`config.mk`:
```
export PLATFORM = sky130hd
export DESIGN_NAME = flash_rd_dma
export DESIGN_NICKNAME = d
export VERILOG_FILES = /design/src/rtl/flash_dma_pkg.sv /design/src/rtl/fdma_regs.sv /design/src/rtl/fdma_spi_seq.sv /design/src/rtl/fdma_packer.sv /design/src/rtl/flash_rd_dma.sv
export SDC_FILE = /design/constraint.sdc
export NUM_CORES = 1
export LEC_CHECK = 0
export ABC_AREA = 0
export BUFFER_PORTS_ARGS = -buffer_cell sky130_fd_sc_hd__buf_2
export CORE_UTILIZATION = 55
export DETAILED_ROUTE_END_ITERATION = 8
export PLACE_DENSITY = 0.77
export SLEW_MARGIN = 20
export SYNTH_ARGS = -nofsm -noshare
export SYNTH_HDL_FRONTEND = slang
export SYNTH_HIERARCHICAL = 1
export SYNTH_SLANG_ARGS = --single-unit
```
`constraint.sdc`:
```
create_clock -name clk -period 8.6 [get_ports clk]
set_input_delay 1.72 -clock clk [delete_from_list [all_inputs] [get_ports clk]]
set_output_delay 1.72 -clock clk [all_outputs]
set_load 0.05 [all_outputs]
```
`src/rtl/flash_dma_pkg.sv`:
```
`timescale 1ns/1ps
package flash_dma_pkg;

  // register selects
  localparam logic [2:0] SEL_CTRL = 3'd0;
  localparam logic [2:0] SEL_SRC  = 3'd1;
  localparam logic [2:0] SEL_DST  = 3'd2;
  localparam logic [2:0] SEL_END  = 3'd3;
  localparam logic [2:0] SEL_BUS  = 3'd4;
  localparam logic [2:0] SEL_FAST = 3'd5;
  localparam logic [2:0] SEL_OPC2 = 3'd6;
  localparam logic [2:0] SEL_OPC4 = 3'd7;

  // bus mode bit positions
  localparam int BUS_DAT2 = 0;
  localparam int BUS_ADR2 = 1;
  localparam int BUS_DAT4 = 2;
  localparam int BUS_ADR4 = 3;
  localparam int BUS_ADDR32 = 4;

  localparam logic [7:0] OPC_PLAIN = 8'h03;
  localparam logic [7:0] OPC_FAST  = 8'h0B;

  localparam int SLOT_W = 6;

  typedef enum logic [2:0] {
    SQ_IDLE, SQ_CMD, SQ_ADR, SQ_DMY, SQ_DAT, SQ_BYT, SQ_FIN
  } sq_state_e;

  typedef struct packed {
    logic [7:0] opcode;
    logic       addr32;
    logic [2:0] adr_w;   // lines: 1, 2 or 4
    logic [2:0] dat_w;   // lines: 1, 2 or 4
    logic       dummy;
  } rd_mode_t;

  function automatic logic [SLOT_W-1:0] adr_slots(input logic [2:0] w, input logic a32);
    case (w)
      3'd4:    return a32 ? 6'd8  : 6'd6;
      3'd2:    return a32 ? 6'd16 : 6'd12;
      default: return a32 ? 6'd32 : 6'd24;
    endcase
  endfunction

  function automatic logic [SLOT_W-1:0] dat_slots(input logic [2:0] w);
    case (w)
      3'd4:    return 6'd2;
      3'd2:    return 6'd4;
      default: return 6'd8;
    endcase
  endfunction

endpackage

```
`src/rtl/fdma_regs.sv`:
```
`timescale 1ns/1ps
module fdma_regs
  import flash_dma_pkg::*;
#(
  parameter int AW = 32
) (
  input  logic          clk,
  input  logic          rst,
  input  logic          wr_en,
  input  logic [2:0]    wsel,
  input  logic [31:0]   wdata,
  input  logic [2:0]    rsel,
  input  logic          done,
  output logic [31:0]   rdata,
  output logic          busy,
  output logic          go,
  output logic [AW-1:0] src_q,
  output logic [AW-1:0] dst_q,
  output logic [AW-1:0] end_q,
  output logic [4:0]    bus_q,
  output logic          fast_q,
  output logic [7:0]    opc2_q,
  output logic [7:0]    opc4_q
);

  localparam int ALIGN_B = 4;

  always_ff @(posedge clk) begin
    if (rst) begin
      busy   <= 1'b0;
      go     <= 1'b0;
      src_q  <= '0;
      dst_q  <= '0;
      end_q  <= '0;
      bus_q  <= '0;
      fast_q <= 1'b0;
      opc2_q <= '0;
      opc4_q <= '0;
    end else begin
      go <= 1'b0;
      if (done) busy <= 1'b0;
      if (wr_en && !busy) begin
        case (wsel)
          SEL_CTRL: if (wdata[0]) begin busy <= 1'b1; go <= 1'b1; end
          SEL_SRC:  src_q  <= {wdata[AW-1:ALIGN_B], {ALIGN_B{1'b0}}};
          SEL_DST:  dst_q  <= {wdata[AW-1:ALIGN_B], {ALIGN_B{1'b0}}};
          SEL_END:  end_q  <= {wdata[AW-1:ALIGN_B], {ALIGN_B{1'b0}}};
          SEL_BUS:  bus_q  <= wdata[4:0];
          SEL_FAST: fast_q <= wdata[0];
          SEL_OPC2: opc2_q <= wdata[7:0];
          default:  opc4_q <= wdata[7:0];
        endcase
      end
    end
  end

  always_ff @(posedge clk) begin
    if (rst) rdata <= '0;
    else begin
      case (rsel)
        SEL_CTRL: rdata <= {31'b0, busy};
        SEL_SRC:  rdata <= src_q;
        SEL_DST:  rdata <= dst_q;
        SEL_END:  rdata <= end_q;
        SEL_BUS:  rdata <= {27'b0, bus_q};
        SEL_FAST: rdata <= {31'b0, fast_q};
        SEL_OPC2: rdata <= {24'b0, opc2_q};
        default:  rdata <= {24'b0, opc4_q};
      endcase
    end
  end


  busy_clear_chk: assert property (@(posedge clk) disable iff (rst)
    $fell(busy) |-> $past(done));


  cfg_hold_chk: assert property (@(posedge clk) disable iff (rst)
    (busy && $past(busy)) |-> ($stable(src_q) && $stable(dst_q) && $stable(end_q) && $stable(bus_q)));

endmodule

```
`src/rtl/fdma_spi_seq.sv`:
```
`timescale 1ns/1ps
module fdma_spi_seq
  import flash_dma_pkg::*;
#(
  parameter int AW          = 32,
  parameter int DUMMY_SLOTS = 8
) (
  input  logic          clk,
  input  logic          rst,
  input  logic          go,
  input  rd_mode_t      mode,
  input  logic [AW-1:0] src,
  input  logic [AW-1:0] nbytes,
  input  logic [3:0]    io_i,
  input  logic          byte_ready,
  output logic          sck,
  output logic          cs_n,
  output logic [3:0]    io_o,
  output logic [3:0]    io_oe,
  output logic          byte_valid,
  output logic [7:0]    byte_data,
  output logic          done
);

  sq_state_e         state;
  logic              hi;
  logic [31:0]       tx_sh;
  logic [SLOT_W-1:0] slots;
  logic [7:0]        rx_sh;
  logic [AW-1:0]     left;
  logic [2:0]        cur_w;
  logic [7:0]        rx_next;

  always_comb begin
    case (state)
      SQ_ADR:  cur_w = mode.adr_w;
      SQ_DAT:  cur_w = mode.dat_w;
      default: cur_w = 3'd1;
    endcase
  end

  always_comb begin
    case (mode.dat_w)
      3'd4:    rx_next = {rx_sh[3:0], io_i};
      3'd2:    rx_next = {rx_sh[5:0], io_i[1:0]};
      default: rx_next = {rx_sh[6:0], io_i[1]};
    endcase
  end

  always_comb begin
    io_o  = 4'b0;
    io_oe = 4'b0;
    if (state == SQ_CMD || state == SQ_ADR) begin
      case (cur_w)
        3'd4:    begin io_o = tx_sh[31:28];          io_oe = 4'b1111; end
        3'd2:    begin io_o = {2'b0, tx_sh[31:30]};  io_oe = 4'b0011; end
        default: begin io_o = {3'b0, tx_sh[31]};     io_oe = 4'b0001; end
      endcase
    end
  end

  always_ff @(posedge clk) begin
    if (rst) begin
      state      <= SQ_IDLE;
      hi         <= 1'b0;
      sck        <= 1'b0;
      cs_n       <= 1'b1;
      tx_sh      <= '0;
      slots      <= '0;
      rx_sh      <= '0;
      left       <= '0;
      byte_valid <= 1'b0;
      byte_data  <= '0;
      done       <= 1'b0;
    end else begin
      done <= 1'b0;
      case (state)
        SQ_IDLE: begin
          if (go) begin
            cs_n  <= 1'b0;
            state <= SQ_CMD;
            tx_sh <= {mode.opcode, 24'b0};
            slots <= SLOT_W'(8);
            hi    <= 1'b0;
            left  <= nbytes;
          end
        end
        SQ_CMD, SQ_ADR, SQ_DMY, SQ_DAT: begin
          if (!hi) begin
            sck <= 1'b1;
            hi  <= 1'b1;
          end else begin
            sck   <= 1'b0;
            hi    <= 1'b0;
            tx_sh <= tx_sh << cur_w;
            slots <= slots - 1'b1;
            if (state == SQ_DAT) rx_sh <= rx_next;
            if (slots == SLOT_W'(1)) begin
              case (state)
                SQ_CMD: begin
                  state <= SQ_ADR;
                  tx_sh <= mode.addr32 ? src[31:0] : {src[23:0], 8'h00};
                  slots <= adr_slots(mode.adr_w, mode.addr32);
                end
                SQ_ADR: begin
                  if (mode.dummy) begin
                    state <= SQ_DMY;
                    slots <= SLOT_W'(DUMMY_SLOTS);
                  end else begin
                    state <= SQ_DAT;
                    slots <= dat_slots(mode.dat_w);
                  end
                end
                SQ_DMY: begin
                  state <= SQ_DAT;
                  slots <= dat_slots(mode.dat_w);
                end
                default: begin
                  state      <= SQ_BYT;
                  byte_valid <= 1'b1;
                  byte_data  <= rx_next;
                end
              endcase
            end
          end
        end
        SQ_BYT: begin
          if (byte_ready) begin
            byte_valid <= 1'b0;
            if (left == AW'(1)) begin
              state <= SQ_FIN;
              cs_n  <= 1'b1;
            end else begin
              left  <= left - 1'b1;
              state <= SQ_DAT;
              slots <= dat_slots(mode.dat_w);
            end
          end
        end
        default: begin
          done  <= 1'b1;
          state <= SQ_IDLE;
        end
      endcase
    end
  end


  idle_clk_chk: assert property (@(posedge clk) disable iff (rst)
    cs_n |-> !sck);


  byte_hold_chk: assert property (@(posedge clk) disable iff (rst)
    (byte_valid && !byte_ready) |=> (byte_valid && $stable(byte_data)));


  cs_open_chk: assert property (@(posedge clk) disable iff (rst)
    $fell(cs_n) |-> $past(go));

endmodule

```
`src/rtl/fdma_packer.sv`:
```
`timescale 1ns/1ps
module fdma_packer #(
  parameter int AW = 32
) (
  input  logic          clk,
  input  logic          rst,
  input  logic          load,
  input  logic [AW-1:0] base,
  input  logic          byte_valid,
  input  logic [7:0]    byte_data,
  output logic          byte_ready,
  input  logic          mem_ready,
  output logic          mem_valid,
  output logic [AW-1:0] mem_addr,
  output logic [31:0]   mem_data,
  output logic          idle
);

  localparam int LANES = 4;
  localparam int LW    = $clog2(LANES);

  logic [23:0]   asm_q;
  logic [LW-1:0] lane;
  logic [AW-1:0] nxt_addr;
  logic          take;

  assign byte_ready = (lane != LW'(LANES-1)) || !mem_valid || mem_ready;
  assign take       = byte_valid && byte_ready;
  assign idle       = !mem_valid && (lane == '0);

  always_ff @(posedge clk) begin
    if (rst) begin
      asm_q     <= '0;
      lane      <= '0;
      nxt_addr  <= '0;
      mem_valid <= 1'b0;
      mem_addr  <= '0;
      mem_data  <= '0;
    end else begin
      if (mem_valid && mem_ready) mem_valid <= 1'b0;
      if (load) begin
        nxt_addr <= base;
        lane     <= '0;
      end else if (take) begin
        lane <= lane + 1'b1;
        case (lane)
          2'd0: asm_q[7:0]   <= byte_data;
          2'd1: asm_q[15:8]  <= byte_data;
          2'd2: asm_q[23:16] <= byte_data;
          default: begin
            mem_data  <= {byte_data, asm_q};
            mem_addr  <= nxt_addr;
            mem_valid <= 1'b1;
            nxt_addr  <= nxt_addr + AW'(LANES);
          end
        endcase
      end
    end
  end


  mem_hold_chk: assert property (@(posedge clk) disable iff (rst)
    (mem_valid && !mem_ready) |=> (mem_valid && $stable(mem_data) && $stable(mem_addr)));

endmodule

```
`src/rtl/flash_rd_dma.sv`:
```
`timescale 1ns/1ps
module flash_rd_dma
  import flash_dma_pkg::*;
#(
  parameter int AW          = 32,
  parameter int DUMMY_SLOTS = 8
) (
  input  logic          clk,
  input  logic          rst,
  input  logic          reg_wr,
  input  logic [2:0]    reg_wsel,
  input  logic [31:0]   reg_wdata,
  input  logic [2:0]    reg_rsel,
  output logic [31:0]   reg_rdata,
  output logic          spi_sck,
  output logic          spi_cs_n,
  output logic [3:0]    spi_io_o,
  output logic [3:0]    spi_io_oe,
  input  logic [3:0]    spi_io_i,
  output logic          mem_valid,
  input  logic          mem_ready,
  output logic [AW-1:0] mem_addr,
  output logic [31:0]   mem_data
);

  logic          busy, go, done_q, seq_done, seq_over;
  logic [AW-1:0] src_q, dst_q, end_q, nbytes;
  logic [4:0]    bus_q;
  logic          fast_q;
  logic [7:0]    opc2_q, opc4_q;
  logic          empty_len, seq_go;
  logic          bvalid, bready, pk_idle;
  logic [7:0]    bdata;
  rd_mode_t      mode;

  fdma_regs #(.AW(AW)) u_regs (
    .clk(clk), .rst(rst), .wr_en(reg_wr), .wsel(reg_wsel), .wdata(reg_wdata),
    .rsel(reg_rsel), .done(done_q), .rdata(reg_rdata), .busy(busy), .go(go),
    .src_q(src_q), .dst_q(dst_q), .end_q(end_q), .bus_q(bus_q), .fast_q(fast_q),
    .opc2_q(opc2_q), .opc4_q(opc4_q)
  );

  always_comb begin
    mode.addr32 = bus_q[BUS_ADDR32];
    if (bus_q[BUS_DAT4]) begin
      mode.opcode = opc4_q;
      mode.dat_w  = 3'd4;
    end else if (bus_q[BUS_DAT2]) begin
      mode.opcode = opc2_q;
      mode.dat_w  = 3'd2;
    end else begin
      mode.opcode = fast_q ? OPC_FAST : OPC_PLAIN;
      mode.dat_w  = 3'd1;
    end
    mode.dummy = bus_q[BUS_DAT4] || bus_q[BUS_DAT2] || fast_q;
    if (bus_q[BUS_ADR4])      mode.adr_w = 3'd4;
    else if (bus_q[BUS_ADR2]) mode.adr_w = 3'd2;
    else                      mode.adr_w = 3'd1;
  end

  assign nbytes    = end_q - dst_q;
  assign empty_len = (end_q <= dst_q);
  assign seq_go    = go && !empty_len;

  fdma_spi_seq #(.AW(AW), .DUMMY_SLOTS(DUMMY_SLOTS)) u_seq (
    .clk(clk), .rst(rst), .go(seq_go), .mode(mode), .src(src_q), .nbytes(nbytes),
    .io_i(spi_io_i), .byte_ready(bready), .sck(spi_sck), .cs_n(spi_cs_n),
    .io_o(spi_io_o), .io_oe(spi_io_oe), .byte_valid(bvalid), .byte_data(bdata),
    .done(seq_done)
  );

  fdma_packer #(.AW(AW)) u_pack (
    .clk(clk), .rst(rst), .load(go), .base(dst_q), .byte_valid(bvalid),
    .byte_data(bdata), .byte_ready(bready), .mem_ready(mem_ready),
    .mem_valid(mem_valid), .mem_addr(mem_addr), .mem_data(mem_data), .idle(pk_idle)
  );

  always_ff @(posedge clk) begin
    if (rst) begin
      done_q   <= 1'b0;
      seq_over <= 1'b0;
    end else begin
      done_q <= 1'b0;
      if (seq_done) seq_over <= 1'b1;
      if (go && empty_len) done_q <= 1'b1;
      if (seq_over && pk_idle && !done_q) begin
        done_q   <= 1'b1;
        seq_over <= 1'b0;
      end
    end
  end


  wr_in_busy_chk: assert property (@(posedge clk) disable iff (rst)
    mem_valid |-> busy);

endmodule

```
Word level (Yosys, flattened, before mapping) --
Cells that the tools add are included.
Operators by class: add/sub/neg operators 5, $lt $le $gt $ge 1, equal/unequal tests 36, shift operators 1, muxes and demuxes 71, bitwise gates (word level) 6, reductions and logical operators 55
Operators with widths (count):
- 2-to-1 mux 32 bit | 11
- one-hot mux 32 bit (7 select lines) | 1
- one-hot mux 32 bit (2 select lines) | 2
- 2-to-1 mux 6 bit | 7
- one-hot mux 6 bit (3 select lines) | 2
- equality test 3 bit, second input constant | 11
- adder 32 x 3 -> 32 bit, second input constant | 1
- equality test 32 x 1 -> 1 bit, second input constant | 1
- less-or-equal comparator 32 bit | 1
- << shifter 32 x 3 -> 32 bit | 1
- subtractor 32 x 1 -> 32 bit, second input constant | 1
- subtractor 32 bit | 1
- equality test 3 x 2 -> 1 bit, second input constant | 9
- one-hot mux 4 bit (2 select lines) | 3
- 2-to-1 mux 3 bit | 7
- 2-to-1 mux 1 bit | 20
- one-hot mux 3 bit (3 select lines) | 2
- AND reduction 2 bit | 9
- AND reduction 3 bit | 6
- 2-to-1 mux 4 bit | 4
- 2-to-1 mux 8 bit | 2
- one-hot mux 8 bit (2 select lines) | 1
- AND reduction 4 bit | 4
- one-hot mux 6 bit (2 select lines) | 1
- other kinds (26) | 67
Word-level totals: flip-flop bits (word level) 358, bits of input ports 46, output and inout bits 107

Logic depth before layout (Yosys ltp) --
depth after elaboration 9, mapped depth 18, gate-level depth less buffers 16

Cells and area by module --
Netlist, hierarchy kept.
By module, submodules not included:
- fdma_spi_seq | times used 1, cells an instance 904, area an instance 6708.9 µm², sequential area each 1861.8 µm²
- fdma_regs | times used 1, cells an instance 683, area an instance 5856.9 µm², sequential area each 2802.7 µm²
- fdma_packer | times used 1, cells an instance 636, area an instance 5009.8 µm², sequential area each 2462.4 µm²
- flash_rd_dma | times used 1, cells an instance 354, area an instance 2294.7 µm², sequential area each 40.0 µm²

Worst setup path after synthesis --
No wires, ideal clock.
path type flip-flop to output port, from register u_seq.state[0], to output port spi_io_o[2], arrival time 3.172 ns, required time 6.880 ns, slack 3.708 ns, cell stages (with the launch flop) 8, buffers on the path 2, cells stage by stage dfxtp_1 > buf_2 > clkbuf_1 > nand2b_1 > a21oi_1 > nand2_1 > nor2_1 > and2_1
On the way: word-level cells in the longest chain between the ends 5, elaborated cells on any way between the ends 9
RTL lines:
- from (decl) | line fdma_spi_seq.sv:25 | sq_state_e state;
- from (signal assigned) | line fdma_spi_seq.sv:64 | state <= SQ_IDLE;
- from (signal assigned) | line fdma_spi_seq.sv:81 | state <= SQ_CMD;
- from (signal assigned) | line fdma_spi_seq.sv:101 | state <= SQ_ADR;
- equality test 3 bit / equality test 3 x 2 -> 1 bit (equally long branches) | line fdma_spi_seq.sv:35, fdma_spi_seq.sv:53
- one-hot mux 3 bit (2 select lines) | line fdma_spi_seq.sv:35 | case (state)
- equality test 3 x 2 -> 1 bit / equality test 3 bit (equally long branches) | line fdma_spi_seq.sv:54 | case (cur_w)
- one-hot mux 4 bit (2 select lines) | line fdma_spi_seq.sv:54
- 2-to-1 mux 4 bit (*) | line fdma_spi_seq.sv:53 | if (state == SQ_CMD || state == SQ_ADR) begin
- to (decl) | line flash_rd_dma.sv:17 | output logic [3:0] spi_io_o,
Every way passes the cells marked *; elsewhere a longest branch is shown, timed or not.

Worst setup path in the final report --
from register u_seq.state[1], to output port spi_io_o[2]
Same word-level chain as after synthesis.

==> metrics.cfg <==
[clocking]
clock-sinks = 358
holdBufCountCts = 0
cts_setup_buffers = 0
cts-buffers-inserted = 39
cts_tree = yes
cts-root-buf = clkbuf_16
clk_path_buf_depth = 3
clock_latency_ns = 0.58
path_clk_slew_ns = 0.06
h-tree-depth = 2
post_cts_resized = 0

[critical_path]
cp_slowest_cell = dfxtp_1
r2r-start = u_regs/dst_q[18]$_SDFFE_PP0P_
critPathLaunch = u_seq/state[1]$_SDFFE_PP0P_
criticalPathCategory = flip-flop to primary output
endpoint_kind = primary output
arrival_ns = 3.54
max_stage_delay_ns = 0.95
r2r_slack_ns = 4.49
cp_max_fo = 33
worstPathRequired_ns = 6.88
path_cells = nor3b_1 > o21ba_2 > nand2_1 > nor2_1 > and2_1 > buf_2
start_kind = flip-flop

[finish]
final_net_count = 2685
fin_cells = 3082
synthToLayoutAreaGrowth_pct = 9.256
antenna_cells = 0
fillCellCount = 3234
layout-drive-gt1-share_pct = 12.59
post-route-cell-area_um2 = 21710

[min_path]
min_from = u_pack/mem_addr[22]$_SDFFE_PP0P_
hp-class = flip-flop to flip-flop

[power]
p_int_uw = 3135
p_leak_uw = 0.008137
power_uw = 4948
clkPwrFrac_pct = 33.4
power.density_nw_per_um2 = 227.9
ir_worst_vdd_mv = 0.1698
p_comb_share_pct = 28.5
p_seq_share_pct = 38.1
swShare_pct = 36.63
netSwitchingPower_uw = 1812

[run]
drv_cap = 0

[global_route]
grt_pass1_wl_mm = 98.61
grt_overflow = 0
grt_pass1_vias = 17820
grt_usage_pct = 33.62
grt_max_degree = 121
antenna_found_initial = 1

[detailed_routing]
routed_wirelength_mm = 63.21
drt_first_pass_iters = 7
viasPerCell = 6.410
wl_per_cell_um = 20.51
drt_iter0_drc = 2246
drcViolationCount = 0
ant_nets = 0
num_vias = 19760

[floorplan]
initial_utilization_pct = 55.86
coreArea_um2 = 35570
die_w_um = 192.1
dieArea_um2 = 36890
io_pins = 153
rows = 69
die_y_um = 192.1

[sta]
post-route-period-util_pct = 61.14
tns_ns = 0
max_freq_mhz = 190.2
report.final.slew_viol_count = 0
setup_violations = 0
rsz0062_at_grt = false
hold_viol = 0
layout_setup_ws_ns = 3.342
tightest_slew_ns = 1.072
skew_ns = 0.02263
relSlewSlack_pct = 28.55
fin_crit_ns = 5.258

[synth]
synth-async-reset-ratio_pct = 0
synth-seq-cells = 358
synth_top_area_share_pct = 36.07
synth_top_area_cell = dfxtp_1
ys.flop_type = dfxtp_1
syn_inst = 2577
synth_edf_count = 0
yosysWarningCount = 6
synthDistinctLibCells = 98
synthTopCellsByArea = dfxtp_1, a21oi_1, nand2_1, nand3_1, o21ai_0
netlist_area_um2 = 19870
syn_area_per_cell_um2 = 7.711
ys_top_cells_by_count = nand2_1, dfxtp_1, a21oi_1, nand3_1, nor2_1
post-synth-top-count-cell = nand2_1
yosysSeqAreaShare_pct = 36.07

[place]
dp.cells = 3016
placed_cell_area_um2 = 20460
dpl_worst_slack_ns = 4.014
portBuffers = 152
globalplace.congestion = 0.9437
dpl.hpwl_mm = 44.20

[run_status]
status = finished clean

## layout by cell type, fill, tap and decap left out, types with 14 or more instances in the layout
| cell type | count |
|---|---|
| nand2_1 | 385 |
| dfxtp_1 | 358 |
| a21oi_1 | 333 |
| nand3_1 | 181 |
| nor2_1 | 152 |
| buf_2 | 151 |
| o21ai_0 | 147 |
| mux2i_1 | 64 |
| o21ai_1 | 62 |
| inv_1 | 59 |
| xnor2_1 | 43 |
| ha_1 | 42 |
| clkbuf_16 | 39 |
| mux2_2 | 39 |
| nor3_1 | 36 |
| a22oi_1 | 35 |
| a211oi_1 | 31 |
| o211ai_1 | 23 |
| buf_4 | 23 |
| nand4_1 | 21 |
| a221oi_1 | 18 |
| nand2b_1 | 17 |
| nor4_1 | 17 |
| or3_1 | 17 |
| a32oi_1 | 15 |
| a21o_1 | 14 |
## flip-flops by register name, indices dropped and copies added (netlist names), 28 cells and up
name             count
u_pack/mem_addr     32
u_pack/mem_data     32
u_pack/nxt_addr     32
u_regs/rdata        32
u_seq/left          32
u_seq/tx_sh         32
u_regs/dst_q        28
u_regs/end_q        28
u_regs/src_q        28
## cell type report
type | instances | area, µm² | share of cell area (%)
Multi-Input combinational cell | 1962 | 11560 | 53.23
Sequential cell | 358 | 7167 | 33.01
Clock buffer | 50 | 1087 | 5.008
Timing Repair Buffer | 175 | 942.2 | 4.340
Tap cell | 461 | 576.8 | 2.657
Inverter | 60 | 225.2 | 1.037
Clock inverter | 16 | 155.1 | 0.7147
## worst max-delay path: cells and delay by family (launching register included)
kind                   cells  cell delay (ns)
and+or+nand+nor            4             1.01
DFF                        1             0.95
AOI/OAI and AO/OA          1             0.73
buffers and inverters      1             0.26
## metal layers
| layer | up-vias | share of wire [%] | wire length, µm | track usage [%] |
|---|---|---|---|---|
| met5 | - | 0.021 | 13 | 0 |
| met4 | 2 | 3.7 | 2370 | 13.93 |
| met3 | 138 | 9.3 | 5893 | 4.623 |
| met2 | 1045 | 44 | 27940 | 51.07 |
| met1 | 9289 | 43 | 27000 | 47.58 |
| li1 | 9281 | - | - | - |
## kinds of logic (layout without fill, tap and decap cells)
family	count (synthesis)	after routing	share of synthesized area, %
AOI/OAI and AO/OA	810	810	24.78
xor gates and xnor gates	55	55	2.424
adders and majority gates	43	43	2.745
buffers and inverters	268	301	6.133
DFF	358	358	36.07
muxes	103	103	5.434
other	1	12	0.01887
and+or+nand+nor	939	939	22.40
## metrics by stage
stage | utilization (%) | hold slack (ns)
CTS | 61.02 | 0.4522
finish | 61.03 | 0.4482
floorplan | - | 0.4313
global placement | 57.53 | 0.4403
detailed placement | 57.53 | 0.4439
global route | 61.03 | 0.4663
## power groups by stage
stage	Combinational (µW)	Sequential [µW]	Clock [µW]
after floorplan	1100	1870	0
after global placement	1330	1910	0
after detailed placement	1350	1910	0
after CTS	1360	1880	1670
after global routing	1520	1900	1740
final	1410	1880	1650
## worst paths after layout
path | to | depth (start not counted)
worst min-delay path | u_pack/mem_addr[22]$_SDFFE_PP0P_ | 2
worst max register to register | u_seq/left[14]$_SDFFE_PP0P_ | 13
worst max-delay path | spi_io_o[2] | 6
worst min register to register | u_pack/mem_addr[22]$_SDFFE_PP0P_ | 2
No activity file was read; power rests on OpenSTA's default activity.
